--- src/rtl/tpcfg_pkg.sv ---
package tpcfg_pkg;

    localparam int REG_W   = 16;
    localparam int WORD_W  = 2 * REG_W;
    localparam int STB_BIT = 0;
    localparam int ADDR_LO = 1;
    localparam int ADDR_W  = 6;
    localparam int DATA_LO = 7;
    localparam int DATA_W  = 4;

    localparam logic [REG_W-1:0] STB_MASK  = REG_W'(32'd1 << STB_BIT);
    localparam logic [REG_W-1:0] ADDR_MASK = REG_W'(((32'd1 << ADDR_W) - 32'd1) << ADDR_LO);
    localparam logic [REG_W-1:0] DATA_MASK = REG_W'(((32'd1 << DATA_W) - 32'd1) << DATA_LO);

    typedef enum logic [1:0] {
        SQ_IDLE,
        SQ_SETUP,
        SQ_PULSE,
        SQ_DONE
    } seq_state_t;

    typedef struct packed {
        logic [ADDR_W-1:0] addr;
        logic [DATA_W-1:0] data;
        logic              strobe;
    } tp_fields_t;

    function automatic tp_fields_t unpack_fields(input logic [REG_W-1:0] r);
        tp_fields_t f;
        f.addr   = r[ADDR_LO +: ADDR_W];
        f.data   = r[DATA_LO +: DATA_W];
        f.strobe = r[STB_BIT];
        return f;
    endfunction

    function automatic logic [REG_W-1:0] place_fields(input logic [ADDR_W-1:0] a,
                                                      input logic [DATA_W-1:0] d,
                                                      input logic              s);
        logic [REG_W-1:0] v;
        v = '0;
        v[ADDR_LO +: ADDR_W] = a;
        v[DATA_LO +: DATA_W] = d;
        v[STB_BIT]           = s;
        return v;
    endfunction

    function automatic logic [WORD_W-1:0] masked_word(input logic [REG_W-1:0] en,
                                                      input logic [REG_W-1:0] val);
        return {en, val & en};
    endfunction

endpackage

--- src/rtl/tpcfg_masked_reg.sv ---
module tpcfg_masked_reg #(
    parameter int WIDTH = 16
) (
    input  logic               clk,
    input  logic               rst,
    input  logic               wr_en,
    input  logic [2*WIDTH-1:0] wr_word,
    output logic [WIDTH-1:0]   q
);

    logic [WIDTH-1:0] nxt;

    generate
        for (genvar i = 0; i < WIDTH; i++) begin : g_bit
            assign nxt[i] = (wr_en && wr_word[WIDTH+i]) ? wr_word[i] : q[i];
        end
    endgenerate

    always_ff @(posedge clk) begin
        if (rst) q <= '0;
        else     q <= nxt;
    end

    AST_UNMASKED_HOLD: assert property (@(posedge clk) disable iff (rst)
        wr_en |=> ((q ^ $past(q)) & ~$past(wr_word[2*WIDTH-1:WIDTH])) == '0);

    AST_NO_WRITE_HOLD: assert property (@(posedge clk) disable iff (rst)
        !wr_en |=> $stable(q));

endmodule

--- src/rtl/tpcfg_gap_timer.sv ---
module tpcfg_gap_timer #(
    parameter int GAP_CYCLES = 100
) (
    input  logic clk,
    input  logic rst,
    input  logic clr,
    output logic expired
);

    localparam int CW = $clog2(GAP_CYCLES + 1);
    localparam logic [CW-1:0] LAST = CW'(GAP_CYCLES - 1);

    logic [CW-1:0] cnt;

    always_ff @(posedge clk) begin
        if (rst || clr)        cnt <= '0;
        else if (cnt != LAST)  cnt <= cnt + 1'b1;
    end

    assign expired = (cnt == LAST);

    AST_COUNT_STEP: assert property (@(posedge clk) disable iff (rst)
        (!clr && !expired) |=> (cnt == $past(cnt) + 1'b1));

endmodule

--- src/rtl/tpcfg_sequencer.sv ---
module tpcfg_sequencer
    import tpcfg_pkg::*;
#(
    parameter int GAP_CYCLES = 100
) (
    input  logic              clk,
    input  logic              rst,
    input  logic              req,
    input  logic [ADDR_W-1:0] req_addr,
    input  logic [DATA_W-1:0] req_data,
    output logic              busy,
    output logic              ack,
    output logic              we,
    output logic [WORD_W-1:0] word
);

    seq_state_t state, nxt_state;
    logic       expired;
    logic       tmr_clr;

    assign tmr_clr = (state == SQ_IDLE) || (state == SQ_SETUP && expired);

    tpcfg_gap_timer #(.GAP_CYCLES(GAP_CYCLES)) u_timer (
        .clk     (clk),
        .rst     (rst),
        .clr     (tmr_clr),
        .expired (expired)
    );

    always_comb begin
        nxt_state = state;
        we        = 1'b0;
        word      = '0;
        unique case (state)
            SQ_IDLE: if (req) begin
                we        = 1'b1;
                word      = masked_word(ADDR_MASK | DATA_MASK | STB_MASK,
                                        place_fields(req_addr, req_data, 1'b0));
                nxt_state = SQ_SETUP;
            end
            SQ_SETUP: if (expired) begin
                we        = 1'b1;
                word      = masked_word(STB_MASK, STB_MASK);
                nxt_state = SQ_PULSE;
            end
            SQ_PULSE: if (expired) begin
                we        = 1'b1;
                word      = masked_word(STB_MASK, '0);
                nxt_state = SQ_DONE;
            end
            SQ_DONE: nxt_state = SQ_IDLE;
            default: nxt_state = SQ_IDLE;
        endcase
    end

    always_ff @(posedge clk) begin
        if (rst) state <= SQ_IDLE;
        else     state <= nxt_state;
    end

    assign busy = (state != SQ_IDLE) || req;
    assign ack  = (state == SQ_DONE);

    AST_ACK_ONE_CYCLE: assert property (@(posedge clk) disable iff (rst)
        ack |=> !ack);

    AST_PULSE_ORDER: assert property (@(posedge clk) disable iff (rst)
        (state == SQ_PULSE) |-> ($past(state) == SQ_SETUP || $past(state) == SQ_PULSE));

endmodule

--- src/rtl/tpcfg_writer.sv ---
module tpcfg_writer
    import tpcfg_pkg::*;
#(
    parameter int GAP_CYCLES = 100
) (
    input  logic        clk,
    input  logic        rst,
    input  logic        bus_wr_en,
    input  logic [31:0] bus_wr_data,
    output logic        bus_wr_ready,
    output logic [31:0] bus_rd_data,
    input  logic        cfg_req,
    input  logic [5:0]  cfg_addr,
    input  logic [3:0]  cfg_data,
    output logic        cfg_ack,
    output logic [5:0]  tp_addr,
    output logic [3:0]  tp_data,
    output logic        tp_strobe
);

    logic              seq_busy;
    logic              seq_we;
    logic [WORD_W-1:0] seq_word;
    logic              bus_accept;
    logic              reg_we;
    logic [WORD_W-1:0] reg_word;
    logic [REG_W-1:0]  reg_q;
    tp_fields_t        fields;

    tpcfg_sequencer #(.GAP_CYCLES(GAP_CYCLES)) u_seq (
        .clk      (clk),
        .rst      (rst),
        .req      (cfg_req),
        .req_addr (cfg_addr),
        .req_data (cfg_data),
        .busy     (seq_busy),
        .ack      (cfg_ack),
        .we       (seq_we),
        .word     (seq_word)
    );

    assign bus_wr_ready = !seq_busy;
    assign bus_accept   = bus_wr_en && bus_wr_ready;
    assign reg_we       = seq_we || bus_accept;
    assign reg_word     = seq_we ? seq_word : bus_wr_data;

    tpcfg_masked_reg #(.WIDTH(REG_W)) u_reg (
        .clk     (clk),
        .rst     (rst),
        .wr_en   (reg_we),
        .wr_word (reg_word),
        .q       (reg_q)
    );

    assign fields      = unpack_fields(reg_q);
    assign tp_addr     = fields.addr;
    assign tp_data     = fields.data;
    assign tp_strobe   = fields.strobe;
    assign bus_rd_data = {{(32-REG_W){1'b0}}, reg_q};

    AST_ACK_STROBE_LOW: assert property (@(posedge clk) disable iff (rst)
        cfg_ack |-> !tp_strobe);

    AST_RISE_FIELDS_STABLE: assert property (@(posedge clk) disable iff (rst)
        ($rose(tp_strobe) && $past(seq_busy)) |-> $stable({tp_addr, tp_data}));

    AST_FALL_FIELDS_STABLE: assert property (@(posedge clk) disable iff (rst)
        ($fell(tp_strobe) && cfg_ack) |-> $stable({tp_addr, tp_data}));

    AST_STALL_AT_ACK: assert property (@(posedge clk) disable iff (rst)
        cfg_ack |-> !bus_wr_ready);

    AST_UPPER_ZERO: assert property (@(posedge clk) disable iff (rst)
        bus_rd_data[31:16] == 16'h0);

endmodule

--- config.mk ---
export PLATFORM = sky130hd
export DESIGN_NAME = tpcfg_writer
export DESIGN_NICKNAME = d
export VERILOG_FILES = /design/src/rtl/tpcfg_pkg.sv /design/src/rtl/tpcfg_masked_reg.sv /design/src/rtl/tpcfg_gap_timer.sv /design/src/rtl/tpcfg_sequencer.sv /design/src/rtl/tpcfg_writer.sv
export SDC_FILE = /design/constraint.sdc
export NUM_CORES = 1
export LEC_CHECK = 0
export BUFFER_PORTS_ARGS = -buffer_cell sky130_fd_sc_hd__buf_2
export CAP_MARGIN = 0
export CORE_AREA = 2 2 62 64
export CTS_CLUSTER_SIZE = 30
export DETAILED_ROUTE_END_ITERATION = 10
export DIE_AREA = 0 0 64 66
export GPL_ROUTABILITY_DRIVEN = 0
export PLACE_DENSITY = 0.84
export SLEW_MARGIN = 40
export SYNTH_ARGS = -nofsm -noshare
export SYNTH_HDL_FRONTEND = slang
export SYNTH_SLANG_ARGS = --single-unit
--- constraint.sdc ---
create_clock -name clk -period 3.7 [get_ports clk]
set_input_delay 0.185 -clock clk [delete_from_list [all_inputs] [get_ports clk]]
set_output_delay 0.185 -clock clk [all_outputs]
set_load 0.03 [all_outputs]
==> reports/results.tsv <==
stage	metric	value	unit
outcome	status	complete, no violations	
grt	grt_pass1_wl	5130	um
routing	detail-route-antenna-nets	0	
yosys	ys_types	32	
yosys	synthArstFlopShare	0	%
yosys	synth.top_cells.by_area	dfxtp_1 (32%), buf_4 (13%), nand2_1 (8.0%)	
clocking	cts.clk_slew.worst_paths	0.14	ns
yosys	avgSynthCellArea	7.98	um2
floorplanning	std_cell_rows	22	
yosys	syn_inst	199	
routing	drt-total-wl	3280	um
floorplanning	start_util	44.7	%
placed_design	dp.cells	302	
routing	drc_errors	0	
clocking	clockRootBuffer	clkbuf_4	
final_layout	drive_gt1_share	36.0	%
yosys	ys_seq_elements	25	
grt	antenna_found_initial	0	
yosys	synth_area_leader_cell	dfxtp_1	
worst_setup_path	crit_required	3.91	ns
final_layout	final_common_cell	buf_2	
final_layout	layout.nets	310	
placed_design	post-dp-hpwl	2510	um
timing	period_minus_slack	2.05	ns
worst_setup_path	cp-start-kind	register	
timing	worst_hold_slack	0.0951	ns
yosys	synthFlopType	dfxtp_1	
timing	rsz0062_at_grt	false	
clocking	clock_sink_count	25	
routing	via_per_inst	4.71	
worst_setup_path	rr_startpoint	u_seq.state[0]$_SDFFE_PP0P_	
floorplanning	die_area	0.00422	mm2
clocking	holdBufCountCts	0	
final_layout	regArea	500	um2
routing	via_count	1440	
final_layout	stdcell_count	306	
timing	timing.final.crit_share	55.5	%
power	peakVddDrop	0.336	mV
grt	grt_use_total	15.2	%
clocking	cts_resized	0	
floorplanning	core-area	0.00355	mm2
timing	hold_viol	0	
routing	drtIter0Drc	61	
final_layout	num-fill-cells	341	
run	cap_violations	0	
yosys	synth_edf_count	0	
worst_setup_path	end_kind	register	
yosys	yosysTopAreaCellShare	31.5	%
worst_setup_path	crit_fanout	14	
timing	fin_tns_setup	0	ns
floorplanning	die_x	64	um
worst_setup_path	crit_arrival	2.26	ns
final_layout	multi_input_area	893	um2
worst_setup_path	worstSetupStartpoint	u_seq.state[0]$_SDFFE_PP0P_	
grt	grt_max_degree	23	
power	p_per_area	630	mW/mm2
timing	slew_violations	0	
clocking	numCtsBuffers	3	
routing	wire_per_inst	10.7	um
power	total_power	1.18	mW
placed_design	portBuffers	74	
worst_setup_path	criticalPathCategory	register to register	
yosys	ys_seq_area_share	31.5	%
clocking	clk_latency	0.32	ns
yosys	synth_area	0.00159	mm2
timing	skew	0.00289	ns
yosys	ys.warnings.count	0	
floorplanning	dieHeight	66	um
grt	overflow	0	
worst_hold_path	worstHoldStart	bus_wr_data[11]	
final_layout	n_antenna_cell	0	
routing	dr.pass1.iters	4	
timing	setup_viol_count_final	0	
final_layout	area_growth	18.2	%
clocking	clk_path_buf_depth	2	
grt	grt_pass1_vias	1190	
clocking	h-tree-depth	1	
final_layout	final_cell_mix	buf_2 (74), nand2_1 (34), dfxtp_1 (25)	
floorplanning	pin_count	91	
clocking	cts_setup_buffers	0	
power	leakagePower	0.921	nW
clocking	cts_tree	built	
timing	max_freq	0.487	GHz
worst_hold_path	worstHoldPathType	input port to register	
-- through the flow --
stage	util [%]	instance area, um2	worst slack [ns]
after floorplan	-	1640	1.78
after global placement	52.0	1850	1.75
after detailed placement	52.0	1850	1.67
after CTS	52.9	1880	1.66
after global routing	52.9	1880	1.46
final	52.9	1880	1.65
-- critical path, stage by stage (launching register included) --
cell and delay [ns]:
dfxtp_1 0.40, inv_1 0.08, ha_1 0.29, nor2b_1 0.29
and4_1 0.50, nor2_1 0.09, a211oi_1 0.23, a211oi_1 0.06
-- synth_stat cells, drive strengths merged, types with 2 or more instances --
| cell | count |
|---|---|
| nor2b | 3 |
| nand3 | 9 |
| buf | 31 |
| xor2 | 2 |
| ha | 5 |
| dfxtp | 25 |
| mux2i | 11 |
| inv | 2 |
| nor3 | 2 |
| o21ai | 10 |
| a211oi | 3 |
| clkbuf | 5 |
| a21oi | 17 |
| xnor2 | 4 |
| nand3b | 3 |
| nor4 | 2 |
| nand2 | 34 |
| nor2 | 20 |
-- power breakdown --
group	total, mW	internal, mW	switching, mW
Clock	0.124	0.0413	0.0829
Sequential	0.365	0.323	0.0423
Combinational	0.693	0.246	0.447
-- layout make-up --
class / count / area share [%]
Multi-Input combinational cell: 151 / 47.6
Sequential cell: 25 / 26.7
Timing Repair Buffer: 76 / 20.5
Tap cell: 48 / 3.20
Clock buffer: 3 / 1.20
Clock inverter: 1 / 0.400
Inverter: 2 / 0.400
-- logic make-up after synthesis --
kind of cell	after synthesis	share of synthesized area (%)
mux	11	6.93
simple gates	77	22.6
buf+inv	38	16.2
flops	25	31.5
compound gates	36	15.2
fa+ha+maj	5	3.94
xor+xnor	6	3.31
other cells	1	0.236
-- registers in the layout (all words and copies together), names as in the netlist --
register           cells
u_seq.u_timer.cnt      7
u_reg.q               16
u_seq.state            2
-- layer usage --
layer	track usage, %	part of all wire, %
met2	26.8	48
met5	0	0
met1	18.8	45
met4	2.45	0.40
met3	4.09	6.9
-- path summary, 6_finish.rpt --
check                                                 to  slack, ns  depth (start not counted)
worst min-delay path            u_reg.q[11]$_SDFFE_PP0P_        0.1                          3
worst min register to register  u_reg.q[13]$_SDFFE_PP0P_       0.46                          2
worst max register to register   u_reg.q[0]$_SDFFE_PP0P_       1.65                          7
worst max-delay path             u_reg.q[0]$_SDFFE_PP0P_       1.65                          7
No activity file was read; power rests on OpenSTA's default activity.
